### config.mk
export PLATFORM = sky130hd
export DESIGN_NAME = aclink_out_demux
export DESIGN_NICKNAME = d
export VERILOG_FILES = /design/src/rtl/aclink_pkg.sv /design/src/rtl/aclink_framer.sv /design/src/rtl/aclink_tag_dec.sv /design/src/rtl/aclink_ctrl_slots.sv /design/src/rtl/aclink_dac_route.sv /design/src/rtl/aclink_out_demux.sv
export SDC_FILE = /design/constraint.sdc
export NUM_CORES = 1
export LEC_CHECK = 0
export ABC_AREA = 1
export BUFFER_PORTS_ARGS = -buffer_cell sky130_fd_sc_hd__buf_4
export CORE_MARGIN = 2
export CORE_UTILIZATION = 56
export CTS_CLUSTER_DIAMETER = 100
export CTS_CLUSTER_SIZE = 12
export DETAILED_ROUTE_END_ITERATION = 16
export GPL_ROUTABILITY_DRIVEN = 0
export HOLD_SLACK_MARGIN = 0.1
export PLACE_DENSITY = 0.79
export SLEW_MARGIN = 40
export SYNTH_ARGS = -nofsm -noshare
export SYNTH_HDL_FRONTEND = slang
export SYNTH_SLANG_ARGS = --single-unit
### constraint.sdc
create_clock -name clk -period 2.75 [get_ports clk]
set_clock_uncertainty 0.2 [all_clocks]
set_input_delay 0.55 -clock clk [delete_from_list [all_inputs] [get_ports clk]]
set_output_delay 0.55 -clock clk [all_outputs]
set_load 0.03 [all_outputs]
### src/rtl/aclink_pkg.sv
package aclink_pkg;
  localparam int TAG_BITS  = 16;
  localparam int SLOT_BITS = 20;
  localparam int DATA_SLOTS = 12;

  function automatic int pair_left(input logic [1:0] sel);
    case (sel)
      2'd0:    return 3;
      2'd1:    return 6;
      2'd2:    return 7;
      default: return 10;
    endcase
  endfunction

  function automatic int pair_right(input logic [1:0] sel);
    case (sel)
      2'd0:    return 4;
      2'd1:    return 9;
      2'd2:    return 8;
      default: return 11;
    endcase
  endfunction
endpackage

### src/rtl/aclink_framer.sv
module aclink_framer #(
  parameter int TAG_W   = 16,
  parameter int SLOT_W  = 20,
  parameter int N_SLOTS = 12,
  localparam int IDX_W  = $clog2(N_SLOTS + 1),
  localparam int BIT_W  = $clog2(SLOT_W)
) (
  input  logic              clk,
  input  logic              rst,
  input  logic              sync_i,
  input  logic              sdata_i,
  output logic              slot_done_o,
  output logic [IDX_W-1:0]  slot_num_o,
  output logic [SLOT_W-1:0] slot_word_o,
  output logic              sync_err_o
);
  logic              sync_q, in_frame;
  logic [IDX_W-1:0]  idx;
  logic [BIT_W-1:0]  bit_cnt, last_bit;
  logic [SLOT_W-1:0] sh, sh_nx;
  logic              start;

  assign start    = sync_i & ~sync_q;
  assign sh_nx    = {sh[SLOT_W-2:0], sdata_i};
  assign last_bit = (idx == '0) ? BIT_W'(TAG_W - 1) : BIT_W'(SLOT_W - 1);

  always_ff @(posedge clk) begin
    if (rst) begin
      sync_q      <= 1'b0;
      in_frame    <= 1'b0;
      idx         <= '0;
      bit_cnt     <= '0;
      sh          <= '0;
      slot_done_o <= 1'b0;
      slot_num_o  <= '0;
      slot_word_o <= '0;
      sync_err_o  <= 1'b0;
    end else begin
      sync_q      <= sync_i;
      slot_done_o <= 1'b0;
      sync_err_o  <= 1'b0;
      if (start) begin
        sync_err_o <= in_frame;
        in_frame   <= 1'b1;
        idx        <= '0;
        bit_cnt    <= BIT_W'(1);
        sh         <= {{(SLOT_W-1){1'b0}}, sdata_i};
      end else if (in_frame) begin
        sh <= sh_nx;
        if (bit_cnt == last_bit) begin
          slot_done_o <= 1'b1;
          slot_num_o  <= idx;
          slot_word_o <= sh_nx;
          bit_cnt     <= '0;
          if (idx == IDX_W'(N_SLOTS)) in_frame <= 1'b0;
          else                        idx      <= idx + 1'b1;
        end else begin
          bit_cnt <= bit_cnt + 1'b1;
        end
      end
    end
  end

  // slot numbers never run past the last data slot
  a_r1_slot_range: assert property (@(posedge clk) disable iff (rst)
    slot_done_o |-> (slot_num_o <= IDX_W'(N_SLOTS)));
  // a misplaced sync is reported as a single-cycle pulse
  a_r10_err_pulse: assert property (@(posedge clk) disable iff (rst)
    sync_err_o |=> !sync_err_o);
endmodule

### src/rtl/aclink_tag_dec.sv
module aclink_tag_dec #(
  parameter int TAG_W   = 16,
  parameter int SLOT_W  = 20,
  parameter int N_SLOTS = 12,
  parameter int ID_W    = 2,
  localparam int IDX_W  = $clog2(N_SLOTS + 1)
) (
  input  logic               clk,
  input  logic               rst,
  input  logic               slot_done_i,
  input  logic [IDX_W-1:0]   slot_num_i,
  input  logic [SLOT_W-1:0]  slot_word_i,
  output logic               tag_strobe_o,
  output logic               frame_valid_o,
  output logic [N_SLOTS-1:0] slot_valid_o,
  output logic [ID_W-1:0]    codec_id_o
);
  always_ff @(posedge clk) begin
    if (rst) begin
      tag_strobe_o  <= 1'b0;
      frame_valid_o <= 1'b0;
      slot_valid_o  <= '0;
      codec_id_o    <= '0;
    end else begin
      tag_strobe_o <= 1'b0;
      if (slot_done_i && slot_num_i == '0) begin
        tag_strobe_o  <= 1'b1;
        frame_valid_o <= slot_word_i[TAG_W-1];
        for (int i = 0; i < N_SLOTS; i++)
          slot_valid_o[i] <= slot_word_i[TAG_W-2-i];
        codec_id_o    <= slot_word_i[ID_W-1:0];
      end
    end
  end

  // at most one tag per frame, so the strobe never lasts two cycles
  a_r2_tag_pulse: assert property (@(posedge clk) disable iff (rst)
    tag_strobe_o |=> !tag_strobe_o);
endmodule

### src/rtl/aclink_ctrl_slots.sv
module aclink_ctrl_slots #(
  parameter int SLOT_W  = 20,
  parameter int N_SLOTS = 12,
  parameter int ID_W    = 2,
  parameter int MY_ID   = 0,
  localparam int IDX_W  = $clog2(N_SLOTS + 1)
) (
  input  logic               clk,
  input  logic               rst,
  input  logic               slot_done_i,
  input  logic [IDX_W-1:0]   slot_num_i,
  input  logic [SLOT_W-1:0]  slot_word_i,
  input  logic               frame_valid_i,
  input  logic [N_SLOTS-1:0] slot_valid_i,
  input  logic [ID_W-1:0]    codec_id_i,
  output logic               cmd_strobe_o,
  output logic [SLOT_W-1:0]  cmd_addr_o,
  output logic [SLOT_W-1:0]  cmd_data_o,
  output logic               cmd_data_ok_o,
  output logic               gpio_strobe_o,
  output logic [SLOT_W-1:0]  gpio_word_o
);
  logic [SLOT_W-1:0] addr_q;
  logic              accept;

  assign accept = frame_valid_i && slot_valid_i[0] && (codec_id_i == ID_W'(MY_ID));

  always_ff @(posedge clk) begin
    if (rst) begin
      addr_q        <= '0;
      cmd_strobe_o  <= 1'b0;
      cmd_addr_o    <= '0;
      cmd_data_o    <= '0;
      cmd_data_ok_o <= 1'b0;
      gpio_strobe_o <= 1'b0;
      gpio_word_o   <= '0;
    end else begin
      cmd_strobe_o  <= 1'b0;
      gpio_strobe_o <= 1'b0;
      if (slot_done_i && slot_num_i == IDX_W'(1)) addr_q <= slot_word_i;
      if (slot_done_i && slot_num_i == IDX_W'(2) && accept) begin
        cmd_strobe_o  <= 1'b1;
        cmd_addr_o    <= addr_q;
        cmd_data_o    <= slot_word_i;
        cmd_data_ok_o <= slot_valid_i[1];
      end
      if (slot_done_i && slot_num_i == IDX_W'(N_SLOTS)
          && frame_valid_i && slot_valid_i[N_SLOTS-1]) begin
        gpio_strobe_o <= 1'b1;
        gpio_word_o   <= slot_word_i;
      end
    end
  end

  // commands only reach the register side for this device's ID
  a_r5_id_match: assert property (@(posedge clk) disable iff (rst)
    cmd_strobe_o |-> (codec_id_i == ID_W'(MY_ID)));
  // nothing is issued from a frame marked invalid
  a_r8_needs_frame: assert property (@(posedge clk) disable iff (rst)
    (cmd_strobe_o || gpio_strobe_o) |-> frame_valid_i);
endmodule

### src/rtl/aclink_dac_route.sv
module aclink_dac_route
  import aclink_pkg::*;
#(
  parameter int SLOT_W  = 20,
  parameter int N_SLOTS = 12,
  localparam int IDX_W  = $clog2(N_SLOTS + 1)
) (
  input  logic               clk,
  input  logic               rst,
  input  logic [1:0]         pair_sel_i,
  input  logic               slot_done_i,
  input  logic [IDX_W-1:0]   slot_num_i,
  input  logic [SLOT_W-1:0]  slot_word_i,
  input  logic               frame_valid_i,
  input  logic [N_SLOTS-1:0] slot_valid_i,
  output logic               dac_strobe_o,
  output logic [SLOT_W-1:0]  dac_left_o,
  output logic [SLOT_W-1:0]  dac_right_o
);
  logic [IDX_W-1:0]  l_num, r_num;
  logic [SLOT_W-1:0] left_q;
  logic              left_seen;
  logic              l_ok, r_ok;

  assign l_num = IDX_W'(pair_left(pair_sel_i));
  assign r_num = IDX_W'(pair_right(pair_sel_i));
  assign l_ok  = slot_valid_i[l_num - IDX_W'(1)];
  assign r_ok  = slot_valid_i[r_num - IDX_W'(1)];

  always_ff @(posedge clk) begin
    if (rst) begin
      left_q       <= '0;
      left_seen    <= 1'b0;
      dac_strobe_o <= 1'b0;
      dac_left_o   <= '0;
      dac_right_o  <= '0;
    end else begin
      dac_strobe_o <= 1'b0;
      if (slot_done_i) begin
        if (slot_num_i == '0) left_seen <= 1'b0;
        if (slot_num_i == l_num) begin
          left_q    <= slot_word_i;
          left_seen <= 1'b1;
        end
        if (slot_num_i == r_num && left_seen && frame_valid_i && l_ok && r_ok) begin
          dac_strobe_o <= 1'b1;
          dac_left_o   <= left_q;
          dac_right_o  <= slot_word_i;
        end
      end
    end
  end

  // a sample pair leaves only when the tag flags frame and both slots
  a_r7_pair_valid: assert property (@(posedge clk) disable iff (rst)
    dac_strobe_o |-> (frame_valid_i && l_ok && r_ok));
  // at most one sample pair per frame
  a_r7_single: assert property (@(posedge clk) disable iff (rst)
    dac_strobe_o |=> !dac_strobe_o);
endmodule

### src/rtl/aclink_out_demux.sv
module aclink_out_demux
  import aclink_pkg::*;
#(
  parameter int TAG_W   = TAG_BITS,
  parameter int SLOT_W  = SLOT_BITS,
  parameter int N_SLOTS = DATA_SLOTS,
  parameter int ID_W    = 2,
  parameter int MY_ID   = 0
) (
  input  logic               clk,
  input  logic               rst,
  input  logic               sync_i,
  input  logic               sdata_i,
  input  logic [1:0]         dac_pair_sel,
  output logic               tag_strobe,
  output logic               tag_frame_valid,
  output logic [N_SLOTS-1:0] tag_slot_valid,
  output logic [ID_W-1:0]    tag_codec_id,
  output logic               cmd_strobe,
  output logic [SLOT_W-1:0]  cmd_addr,
  output logic [SLOT_W-1:0]  cmd_data,
  output logic               cmd_data_ok,
  output logic               gpio_strobe,
  output logic [SLOT_W-1:0]  gpio_word,
  output logic               dac_strobe,
  output logic [SLOT_W-1:0]  dac_left,
  output logic [SLOT_W-1:0]  dac_right,
  output logic               sync_err
);
  localparam int IDX_W = $clog2(N_SLOTS + 1);

  logic              s_done;
  logic [IDX_W-1:0]  s_num;
  logic [SLOT_W-1:0] s_word;

  aclink_framer #(.TAG_W(TAG_W), .SLOT_W(SLOT_W), .N_SLOTS(N_SLOTS)) u_framer (
    .clk(clk), .rst(rst), .sync_i(sync_i), .sdata_i(sdata_i),
    .slot_done_o(s_done), .slot_num_o(s_num), .slot_word_o(s_word),
    .sync_err_o(sync_err));

  aclink_tag_dec #(.TAG_W(TAG_W), .SLOT_W(SLOT_W), .N_SLOTS(N_SLOTS), .ID_W(ID_W)) u_tag (
    .clk(clk), .rst(rst), .slot_done_i(s_done), .slot_num_i(s_num), .slot_word_i(s_word),
    .tag_strobe_o(tag_strobe), .frame_valid_o(tag_frame_valid),
    .slot_valid_o(tag_slot_valid), .codec_id_o(tag_codec_id));

  aclink_ctrl_slots #(.SLOT_W(SLOT_W), .N_SLOTS(N_SLOTS), .ID_W(ID_W), .MY_ID(MY_ID)) u_ctrl (
    .clk(clk), .rst(rst), .slot_done_i(s_done), .slot_num_i(s_num), .slot_word_i(s_word),
    .frame_valid_i(tag_frame_valid), .slot_valid_i(tag_slot_valid), .codec_id_i(tag_codec_id),
    .cmd_strobe_o(cmd_strobe), .cmd_addr_o(cmd_addr), .cmd_data_o(cmd_data),
    .cmd_data_ok_o(cmd_data_ok), .gpio_strobe_o(gpio_strobe), .gpio_word_o(gpio_word));

  aclink_dac_route #(.SLOT_W(SLOT_W), .N_SLOTS(N_SLOTS)) u_dac (
    .clk(clk), .rst(rst), .pair_sel_i(dac_pair_sel),
    .slot_done_i(s_done), .slot_num_i(s_num), .slot_word_i(s_word),
    .frame_valid_i(tag_frame_valid), .slot_valid_i(tag_slot_valid),
    .dac_strobe_o(dac_strobe), .dac_left_o(dac_left), .dac_right_o(dac_right));

  // each strobe belongs to a different slot, so no two coincide
  a_r2_strobes_apart: assert property (@(posedge clk) disable iff (rst)
    $onehot0({tag_strobe, cmd_strobe, gpio_strobe, dac_strobe}));
endmodule

# After elaboration in Yosys (flattened, before gate mapping)
# Cells that the tools add are included.
totals:
  input_bits: 6
  latchBits: 0
  mem_bits_rw: 0
  out_inout_bits: 121
  memories: 0
  register_bits: 217
  rom_bits: 0
  elab_cells: 99
op_classes:
  n_addsub: 4
  mux: 23
  bitwise_logic: 6
  n_eq_ne: 9
  shift: 0
  magnitude_cmp: 2
  div: 0
  multipliers: 0
  reduce_logical: 28
ops:
  columns: ["op", "n"]
  rows:
  - ["4-bit case mux with 3 select lines", 2]
  - ["1-bit 2-to-1 mux", 17]
  - ["1-bit logical AND", 13]
  - ["4-bit by 5-bit less-than comparator with 1-bit output (second input constant)", 2]
  - ["5-bit 2-to-1 mux", 2]
  - ["1-bit binary-select mux with 4-bit select", 2]
  - ["4-bit equality test", 2]
  - ["4-bit equality test (second input constant)", 2]
  - ["4-bit logical NOT", 2]
  - ["4-bit by 1-bit subtractor with 4-bit output (second input constant)", 2]
  - ["2-bit AND reduction", 3]
  - ["3-bit AND reduction", 2]
  - ["2-bit OR reduction", 3]
  - ["5-bit by 1-bit adder with 5-bit output (second input constant)", 1]
  - ["5-bit equality test", 1]
  - ["1-bit inverter", 5]
  - ["4-bit by 1-bit adder with 4-bit output (second input constant)", 1]
  - ["4-bit by 1-bit equality test with 1-bit output (second input constant)", 1]
  - ["4-bit by 2-bit equality test with 1-bit output (second input constant)", 1]
  - ["2-bit logical NOT", 2]
  - ["2-bit nonzero test", 2]
  - ["3-bit OR reduction", 1]
  - ["2-bit by 1-bit equality test with 1-bit output (second input constant)", 1]
  - ["2-bit equality test (second input constant)", 1]
  - ["1-bit bitwise AND", 1]

# Logic depth before layout (Yosys ltp)
# Gate-level depths: netlist of run 1.
depth:
  depth_word: 8
  depth_mapped: 14
  ltp_nobuf: 13

# Modules after synthesis
# A second synthesis of run 1 with hierarchy kept.
hier_totals:
  hier_cells: 1367
  hier_area_um2: 9566.7
by_module_without_submodules:
  columns: ["module", "instances", "cells_each", "area_per_inst_um2"]
  rows:
  - ["aclink_ctrl_slots", 1, 480, 3349.5]
  - ["aclink_dac_route", 1, 425, 2957.8]
  - ["aclink_framer", 1, 330, 2424.8]
  - ["aclink_tag_dec", 1, 132, 834.6]

# Least setup slack after synthesis of run 1
# OpenSTA, ideal clock, no wires.
synth_timing:
  kind: "input-to-reg"
  startpoint: "in dac_pair_sel[0]"
  endpoint: "reg u_dac.dac_left_o[0]"
  required_time_ns: 2.437
  setup_time_ns: 0.113
  n_path_buf: 1
  arrival_time_ns: 1.819
  cell_stages: 13
  slack_ns: 0.618
  path_cell_list: "inv_1 ha_1 nor2_1 nand2_1 nand3_1 nand2_1 nand2_1 nand2_2 nor2_2 buf_6 nand3_1 nand2_1 nor2_1"
synth_between:
  elab_chain_cells: 8
  word_cells_on_any_way: 17
  cone_classes: "add/sub: 2; eq/ne: 3; mux: 6; reduce/logical: 6"
synth_rtl:
  columns: ["element", "line_no", "source"]
  rows:
  - ["from (decl)", "aclink_out_demux.sv:14", "input logic [1:0] dac_pair_sel,"]
  - ["2-bit equality test, or another cell as far along", "aclink_pkg.sv:7, aclink_pkg.sv:16", null]
  - ["4-bit case mux with 3 select lines, on equally long branches", "aclink_pkg.sv:7, aclink_pkg.sv:16", null]
  - ["4-bit by 1-bit subtractor with 4-bit output or 4-bit equality test (tied branches)", "aclink_dac_route.sv:27, aclink_dac_route.sv:45", null]
  - ["1-bit binary-select mux with 4-bit select or 1-bit logical AND (tied branches)", "aclink_dac_route.sv:27, aclink_dac_route.sv:45", null]
  - ["1-bit 2-to-1 mux (not written as such) or 1-bit logical AND (tied branches)", "aclink_dac_route.sv:27, aclink_dac_route.sv:45", null]
  - ["1-bit logical AND", "aclink_dac_route.sv:45", "if (slot_num_i == r_num && left_seen && frame_valid_i && l_ok && r_ok) begin"]
  - ["1-bit logical AND (*)", "aclink_dac_route.sv:45", null]
  - ["2-bit AND reduction (no source line) (*)", null, null]
  - ["to (signal assigned)", "aclink_dac_route.sv:47", "dac_left_o <= left_q;"]
  - ["to (decl)", "aclink_dac_route.sv:17", "output logic [SLOT_W-1:0] dac_left_o,"]
# Mark *: on every way between the ends. The rest lies on a longest branch, timed or not. The select of a mux whose other input is x is not followed.
# A chain may end at the register's enable or synchronous reset.

# Worst setup path after layout of run 1
layout_timing:
  startpoint: "reg u_framer.idx[0]"
  endpoint: "reg u_framer.slot_word_o[15]"
layout_between:
  elab_chain_cells: 4
layout_rtl:
  columns: ["element", "line_no", "source"]
  rows:
  - ["from (decl)", "aclink_framer.sv:18", "logic [IDX_W-1:0] idx;"]
  - ["from (signal assigned)", "aclink_framer.sv:56", "else idx <= idx + 1'b1;"]
  - ["4-bit logical NOT", "aclink_framer.sv:25", "assign last_bit = (idx == '0) ? BIT_W'(TAG_W - 1) : BIT_W'(SLOT_W - 1);"]
  - ["5-bit 2-to-1 mux", "aclink_framer.sv:25", null]
  - ["5-bit equality test", "aclink_framer.sv:50", "if (bit_cnt == last_bit) begin"]
  - ["3-bit AND reduction (no source line)", null, null]
  - ["to (signal assigned)", "aclink_framer.sv:53", "slot_word_o <= sh_nx;"]
  - ["to (decl)", "aclink_framer.sv:14", "output logic [SLOT_W-1:0] slot_word_o,"]
# No other way between the ends.

==> impl_results.md, run 1 <==
- R2R depth: 9
- Flop pwr share: 53.0%
- VDD IR max: 0.5340 mV
- Proportion of layout cells with a drive suffix above 1: 16.75%
- Top cell type's share of synthesized area: 52.61%
- Die Y: 125.4 microns
- Area growth, synth to finish: 19.58%
- Cell area after synthesis: 8258 sq um
- Postcts setup bufs: 0
- CTS tree: done
- Reg2reg setup slack: 0.52 ns
- Post-Route WL: 20620 microns
- DRT iter0 DRCs: 759
- Cell with the most instances after synthesis: dfxtp_1
- Grt met3 use: 3.723%
- YS warnings: 0
- Clock transition at the registers of the reported paths: 0.06 ns
- Synth Area per Inst: 7.850 sq um
- Fmax: 448.4 MHz
- CTS buffer count: 22
- Type of destination of the critical path: flip-flop
- Final ANT Viol Nets: 0
- Net Count, Synth: 1067
- Reg-to-Reg End: u_framer.slot_word_o[15]
- Slew @ Worst Pin: 0.6514 ns
- Vias/cell: 5.443
- I/O Pins: 127
- Top cells by count, synth: dfxtp_1, nand2_1, a21oi_1
- Met1 usage: 34.97%
- Vias in the first global route: 6727
- Die width: 125.4 microns
- Max-cap violations: 0
- GRT busiest layer: met2
- First-pass GRT wire length: 33730 microns
- GR Util met2: 41.49%
- Setup CP Type: reg -> reg
- Cells after DPL: 1310
- Grt total ovfl: 0
- First-pass iteration count of the detailed router: 5
- Initial Util: 57.03%
- P_sw: 1265 uW
- Sum Neg Setup Slack: 0 ns
- Clk_lat worst skew: 0.49 ns
- Switch share: 21.25%
- Largest net degree at the start of global routing: 86
- Hold/Removal Path Class: in -> reg
- CTS root buffer: clkbuf_16
- Main synth FF type: dfxtp_1
- Hold Fails Final Rpt: 0
- Die area: 15730 sq um
- Status: complete, no violations
- Relative slew slack: 56.47%
- Critical path fanouts, max: 23
- Hold EP: u_framer.sh[0]
- I/O Buffers: 126
- R2r startpoint: u_framer.idx[0]
- RSZ-0062 raised after global routing: false
- Post-route DRC: 0
- Worst Min Path Start: sdata_i
- Tcrit/Tclk final: 81.09%
- #FFs+latches synth: 217
- Global router's overall resource usage: 25.59%
- Fin nets: 1166
- CTS Hold Buffers Added: 1
- Post-synthesis cell type count: 33
- WP data required: 2.97 ns
- Via count: 7272
- Critical path arrival: 2.45 ns
- DP Wirelength: 13760 microns
- Clock power share: 43.5%
- Hold Path Cell Cnt: 3
- Startpoint types: flip-flop
- Synth Instances: 1052
- Ant diodes: 0
- FFs w/ async S/R, synth: 0%
- EDFF count, synth: 0
- Power density over the cells: 603.0 nW/um^2
- Area contributors post-synth: dfxtp_1, a21oi_1, nand2_1
- Synth area leader: dfxtp_1
- Overall Power: 5954 uW
- Fin. max-slew vios: 0
- Worst setup path startpoint: u_framer.idx[0]
- Hold_ws: 0.1463 ns
- Row count: 44
- Core region area: 14480 sq um
- LEAKAGE: 0.003911 uW
- H-tree depth: 1
- Clock sink count: 217
- Wire per inst: 15.43 microns
- Int Pwr: 4689 uW
- Max Root-Sink Buffers: 3
- Initial antenna violation count: 0
- Sequential cell area fraction in the yosys report: 52.61%
- Minimum clock period: 2.230 ns
- Setup-failing EPs final: 0
- Post-Layout Cell Count: 1336
- Post-CTS sizing: 0
- Comb power frac: 3.5%
[kinds of logic (layout without fill, tap and decap cells)]
family | count (synthesis) | after routing | synth area share, %
compound gates | 263 | 263 | 16.11
xor+xnor | 4 | 4 | 0.4243
fa+ha+maj | 9 | 9 | 1.364
buf+inv | 145 | 245 | 7.954
flops | 217 | 217 | 52.61
simple gates | 414 | 414 | 21.55
[critical path, cell delays in order, from the launching register on]
cell	delay [ns]
dfxtp_1	0.41
inv_1	0.09
ha_1	0.21
nand2_1	0.10
or2_1	0.12
nand4_2	0.12
nor2_4	0.27
buf_4	0.34
nand3_1	0.13
a21oi_1	0.17
[power groups by stage]
stage / clock [uW] / sequential (uW) / combinational (uW)
after floorplan: 0 / 3220 / 161
after global placement: 0 / 3220 / 201
after detailed placement: 0 / 3220 / 203
after CTS: 2630 / 3150 / 206
after global routing: 2750 / 3150 / 232
final: 2590 / 3150 / 208
[routing by layer]
layer,part of all wire (%),vias to the layer above
li1,-,3635
met1,44,3358
met2,47,232
met3,6.0,47
met4,2.9,0
met5,0,-
[cell type report]
cell class / count / area, sq um
fillers: 1217 / 4604
inverters: 74 / 279.0
clock inverters: 1 / 11.26
repair buffers: 146 / 1174
multi-input cells: 690 / 3257
clock buffers: 24 / 579.3
well taps: 184 / 230.2
flip-flops and latches: 217 / 4344
[layout by cell type, fill, tap and decap left out, types with 3 or more instances in the layout]
master       n
nand2_1    156
nor4_1       4
buf_4      139
inv_1       64
nor3_1       4
a21oi_1    148
dfxtp_1    217
nor2_1     138
inv_2        9
nor2_4       3
buf_12       6
o21ai_0    100
ha_1         9
nand3_1     96
o21ai_1     10
clkbuf_16   23
[through the flow]
step	setup slack [ns]	utilization, %	cell area, sq um
2_1_floorplan	0.6179	-	8258
3_3_place_gp	0.2763	64.05	9274
3_5_place_dp	0.2403	64.05	9274
4_1_cts	0.5469	68.20	9874
5_1_grt	0.3278	68.20	9874
6_report	0.5199	68.20	9874
[sequential cells by signal, summed over array words and instances (netlist names), 19 cells and up]
name and cells:
u_ctrl.addr_q 20, u_dac.dac_left_o 20, u_ctrl.cmd_data_o 20, u_ctrl.gpio_word_o 20
u_framer.slot_word_o 20, u_dac.left_q 20, u_framer.sh 19, u_ctrl.cmd_addr_o 20
u_dac.dac_right_o 20
[how the worst max path moves through the flow]
stage                                           to  slack (ns)  depth (start not counted)
after floorplan                u_dac.dac_left_o[0]        0.62                         13
after global placement        u_dac.dac_left_o[12]        0.28                         13
after detailed placement      u_dac.dac_left_o[15]        0.24                         15
after CTS                 u_framer.slot_word_o[15]        0.55                          9
after global routing      u_framer.slot_word_o[15]        0.33                          9
final                     u_framer.slot_word_o[15]        0.52                          9
Power figures use the tool's default switching activity.
==> inputs of run 2 (changes only) <==
--- a/config.mk
+++ b/config.mk
@@ -5,16 +5,16 @@
 export SDC_FILE = /design/constraint.sdc
 export NUM_CORES = 1
 export LEC_CHECK = 0
-export ABC_AREA = 1
+export ABC_AREA = 0
 export BUFFER_PORTS_ARGS = -buffer_cell sky130_fd_sc_hd__buf_4
 export CORE_MARGIN = 2
-export CORE_UTILIZATION = 56
+export CORE_UTILIZATION = 51
 export CTS_CLUSTER_DIAMETER = 100
 export CTS_CLUSTER_SIZE = 12
 export DETAILED_ROUTE_END_ITERATION = 16
 export GPL_ROUTABILITY_DRIVEN = 0
 export HOLD_SLACK_MARGIN = 0.1
-export PLACE_DENSITY = 0.79
+export PLACE_DENSITY = 0.75
 export SLEW_MARGIN = 40
 export SYNTH_ARGS = -nofsm -noshare
 export SYNTH_HDL_FRONTEND = slang
==> constraint.sdc (replaced) <==
create_clock -name clk -period 1.8 [get_ports clk]
set_clock_uncertainty 0.2 [all_clocks]
set_input_delay 0.36 -clock clk [delete_from_list [all_inputs] [get_ports clk]]
set_output_delay 0.36 -clock clk [all_outputs]
set_load 0.03 [all_outputs]
==> impl_results.md, run 2 <==
- Critical path fanouts, max: 6
- Status: finished with violations
- Vias/cell: 5.616
- CTS buffer count: 22
- Row count: 47
- CTS root buffer: clkbuf_16
- P_sw: 1976 uW
- Fin. max-slew vios: 0
- I/O Buffers: 126
- Clock power share: 44.1%
- Hold EP: u_framer.sync_err_o
- Die width: 132.6 microns
- Ant diodes: 0
- YS warnings: 0
- Setup slack after layout: -0.4254 ns
- Clk_lat worst skew: 0.50 ns
- Comb power frac: 3.4%
- I/O Pins: 127
- DP Wirelength: 13660 microns
- R2r startpoint: u_framer.slot_num_o[3]
- Final ANT Viol Nets: 0
- Tcrit/Tclk final: 123.6%
- RSZ-0062 raised after global routing: true
- Sum Neg Setup Slack: -34.80 ns
- Overall Power: 9182 uW
- Via count: 7554
- Worst Min Path Start: u_framer.sync_q
- Type of destination of the critical path: flip-flop
- Most common cell after layout, fill and taps aside: dfxtp_1
- Die Y: 132.6 microns
- Synth area leader: dfxtp_1
- First-pass iteration count of the detailed router: 5
- Slew @ Worst Pin: 0.7006 ns
- H-tree depth: 1
- Startpoint types: flip-flop
- Clock transition at the registers of the reported paths: 0.06 ns
- Initial Util: 51.62%
- Area contributors post-synth: dfxtp_1, mux2i_1, nand2_1
- Setup-failing EPs final: 156
- Grt total ovfl: 0
- LEAKAGE: 0.005168 uW
- Proportion of layout cells with a drive suffix above 1: 39.82%
- Setup CP Type: reg -> reg
- Wire per inst: 20.16 microns
- Hold Fails Final Rpt: 0
- Int Pwr: 7206 uW
- Switch share: 21.52%
- Post-route DRC: 0
- Max-cap violations: 0
- R2R depth: 8
- First-pass GRT wire length: 39430 microns
- Post-Route WL: 27120 microns
- CTS tree: done
- Hold_ws: 0.2089 ns
- Critical path cell sequence: buf_4 -> nand2b_1 -> o22ai_1 -> nand4_1 -> a2111oi_4 -> buf_6 -> buf_12 -> mux2i_1
- Die area: 17590 sq um
- Power density over the cells: 741.8 nW/um^2
- #FFs+latches synth: 217
- DRT iter0 DRCs: 648
- Commonest non-fill, non-tap cells in the layout: dfxtp_1, buf_4, mux2i_1
- VDD IR max: 0.5890 mV
- Hold/Removal Path Class: reg -> reg
- Top cell type's share of synthesized area: 51.48%
- Synth Area per Inst: 9.294 sq um
- Sequential cell area fraction in the yosys report: 51.48%
- Area growth, synth to finish: 46.67%
- Hold Path Cell Cnt: 1
- Reg2reg setup slack: -0.43 ns
- Post-Layout Cell Count: 1345
- Clock sink count: 217
- Slowest stage cell on the critical path: a2111oi_4
- Final core occ: 75.72%
- Synth Instances: 908
- Vias in the first global route: 7316
- Relative slew slack: 53.23%
- Max Root-Sink Buffers: 3
- Global router's overall resource usage: 28.11%
- Core region area: 16350 sq um
- Top cells by count, synth: dfxtp_1, nand2_1, mux2i_1
- CP bufs+invs: 3
- WP data required: 2.02 ns
- Cell with the most instances after synthesis: dfxtp_1
- Post-synthesis cell type count: 43
- Reg-to-Reg End: u_dac.dac_left_o[4]
- Initial antenna violation count: 0
- Delay-heaviest family, CP: compound AO/OA/AOI/OAI gates
- CP peak stage delay: 0.39 ns
- Fin nets: 1138
- Critical path arrival: 2.44 ns
- Cell area after synthesis: 8439 sq um
- FFs w/ async S/R, synth: 0%
- Main synth FF type: dfxtp_1
- Fmax: 449.4 MHz
- Net Count, Synth: 923
- Flop pwr share: 52.5%
- Failing checks: negative setup slack
- Cells after DPL: 1269
- Minimum clock period: 2.225 ns
- EDFF count, synth: 0
- Largest net degree at the start of global routing: 113
==> run 2: cell count changes after synthesis, sizes merged, moves of 3 or more <==
cell and change:
o22ai +3, nor4 -4, nor3b +3, nand2b +85, inv -66, nor2 -46, clkbuf +7, buf -17
mux2i +124, nand3 -90, o21ai -105, a21oi -64, mux4 +3
==> run 2: what timing repair did <==
action                                  in CTS  in global routing
gates resized for setup                    139                107
buffers inserted                            27                  7
endpoints found under the setup margin     129                181
hold endpoints to repair                     5                  0
gates cloned                                16                  7
hold buffers                                 3                  0
pin swaps                                   69                 53
==> run 2: area by class of cell <==
cell class,count,area (sq um)
tap,220,275.3
fill,1000,3970
clock buffer,25,583.1
timing repair buffer,252,2547
sequential,217,4365
inverter,8,50.05
multi-input combinational,622,4546
clock inverter,1,11.26
==> run 2: kinds of logic after synthesis <==
group	after synthesis	synth area share, %
xor+xnor	6	0.6227
compound gates	102	6.627
simple gates	376	20.58
mux	129	15.77
buf+inv	69	3.588
flops	217	51.48
fa+ha+maj	9	1.334
==> run 2: per-layer routing <==
metal | track usage (%) | vias up | share of wire [%]
met5 | 0 | - | 0
met2 | 46.89 | 351 | 48
met1 | 35.93 | 3672 | 40
li1 | - | 3436 | -
met4 | 10.93 | 0 | 4.3
met3 | 5.709 | 95 | 7.7
==> run 2: worst max path at each step <==
| stage | slack, ns | to | cells past startpoint | from |
|---|---|---|---|---|
| detailed placement | -0.82 | u_dac.dac_left_o[4] | 9 | dac_pair_sel[0] |
| floorplan | -0.56 | u_dac.dac_left_o[0] | 9 | dac_pair_sel[1] |
| CTS | -0.38 | u_dac.dac_right_o[7] | 7 | u_tag.slot_valid_o[1] |
| global route | -0.47 | u_dac.dac_right_o[17] | 7 | u_tag.slot_valid_o[1] |
| finish | -0.43 | u_dac.dac_left_o[4] | 8 | u_framer.slot_num_o[3] |
| global placement | -0.74 | u_dac.dac_right_o[14] | 9 | dac_pair_sel[0] |
==> run 2: power by group through the flow <==
stage | combinational, uW | sequential, uW | clock (uW)
after floorplan | 187 | 4920 | 0
after global placement | 276 | 4920 | 0
after detailed placement | 279 | 4920 | 0
after CTS | 293 | 4820 | 4070
after global routing | 333 | 4810 | 4300
final | 313 | 4820 | 4050
==> run 2: stage by stage <==
| step | setup slack (ns) | instance area [sq um] |
|---|---|---|
| after detailed placement | -0.8235 | 10180 |
| after global routing | -0.4685 | 12380 |
| after floorplan | -0.5572 | 8651 |
| after CTS | -0.3796 | 11940 |
| final | -0.4254 | 12380 |
| after global placement | -0.7381 | 10180 |
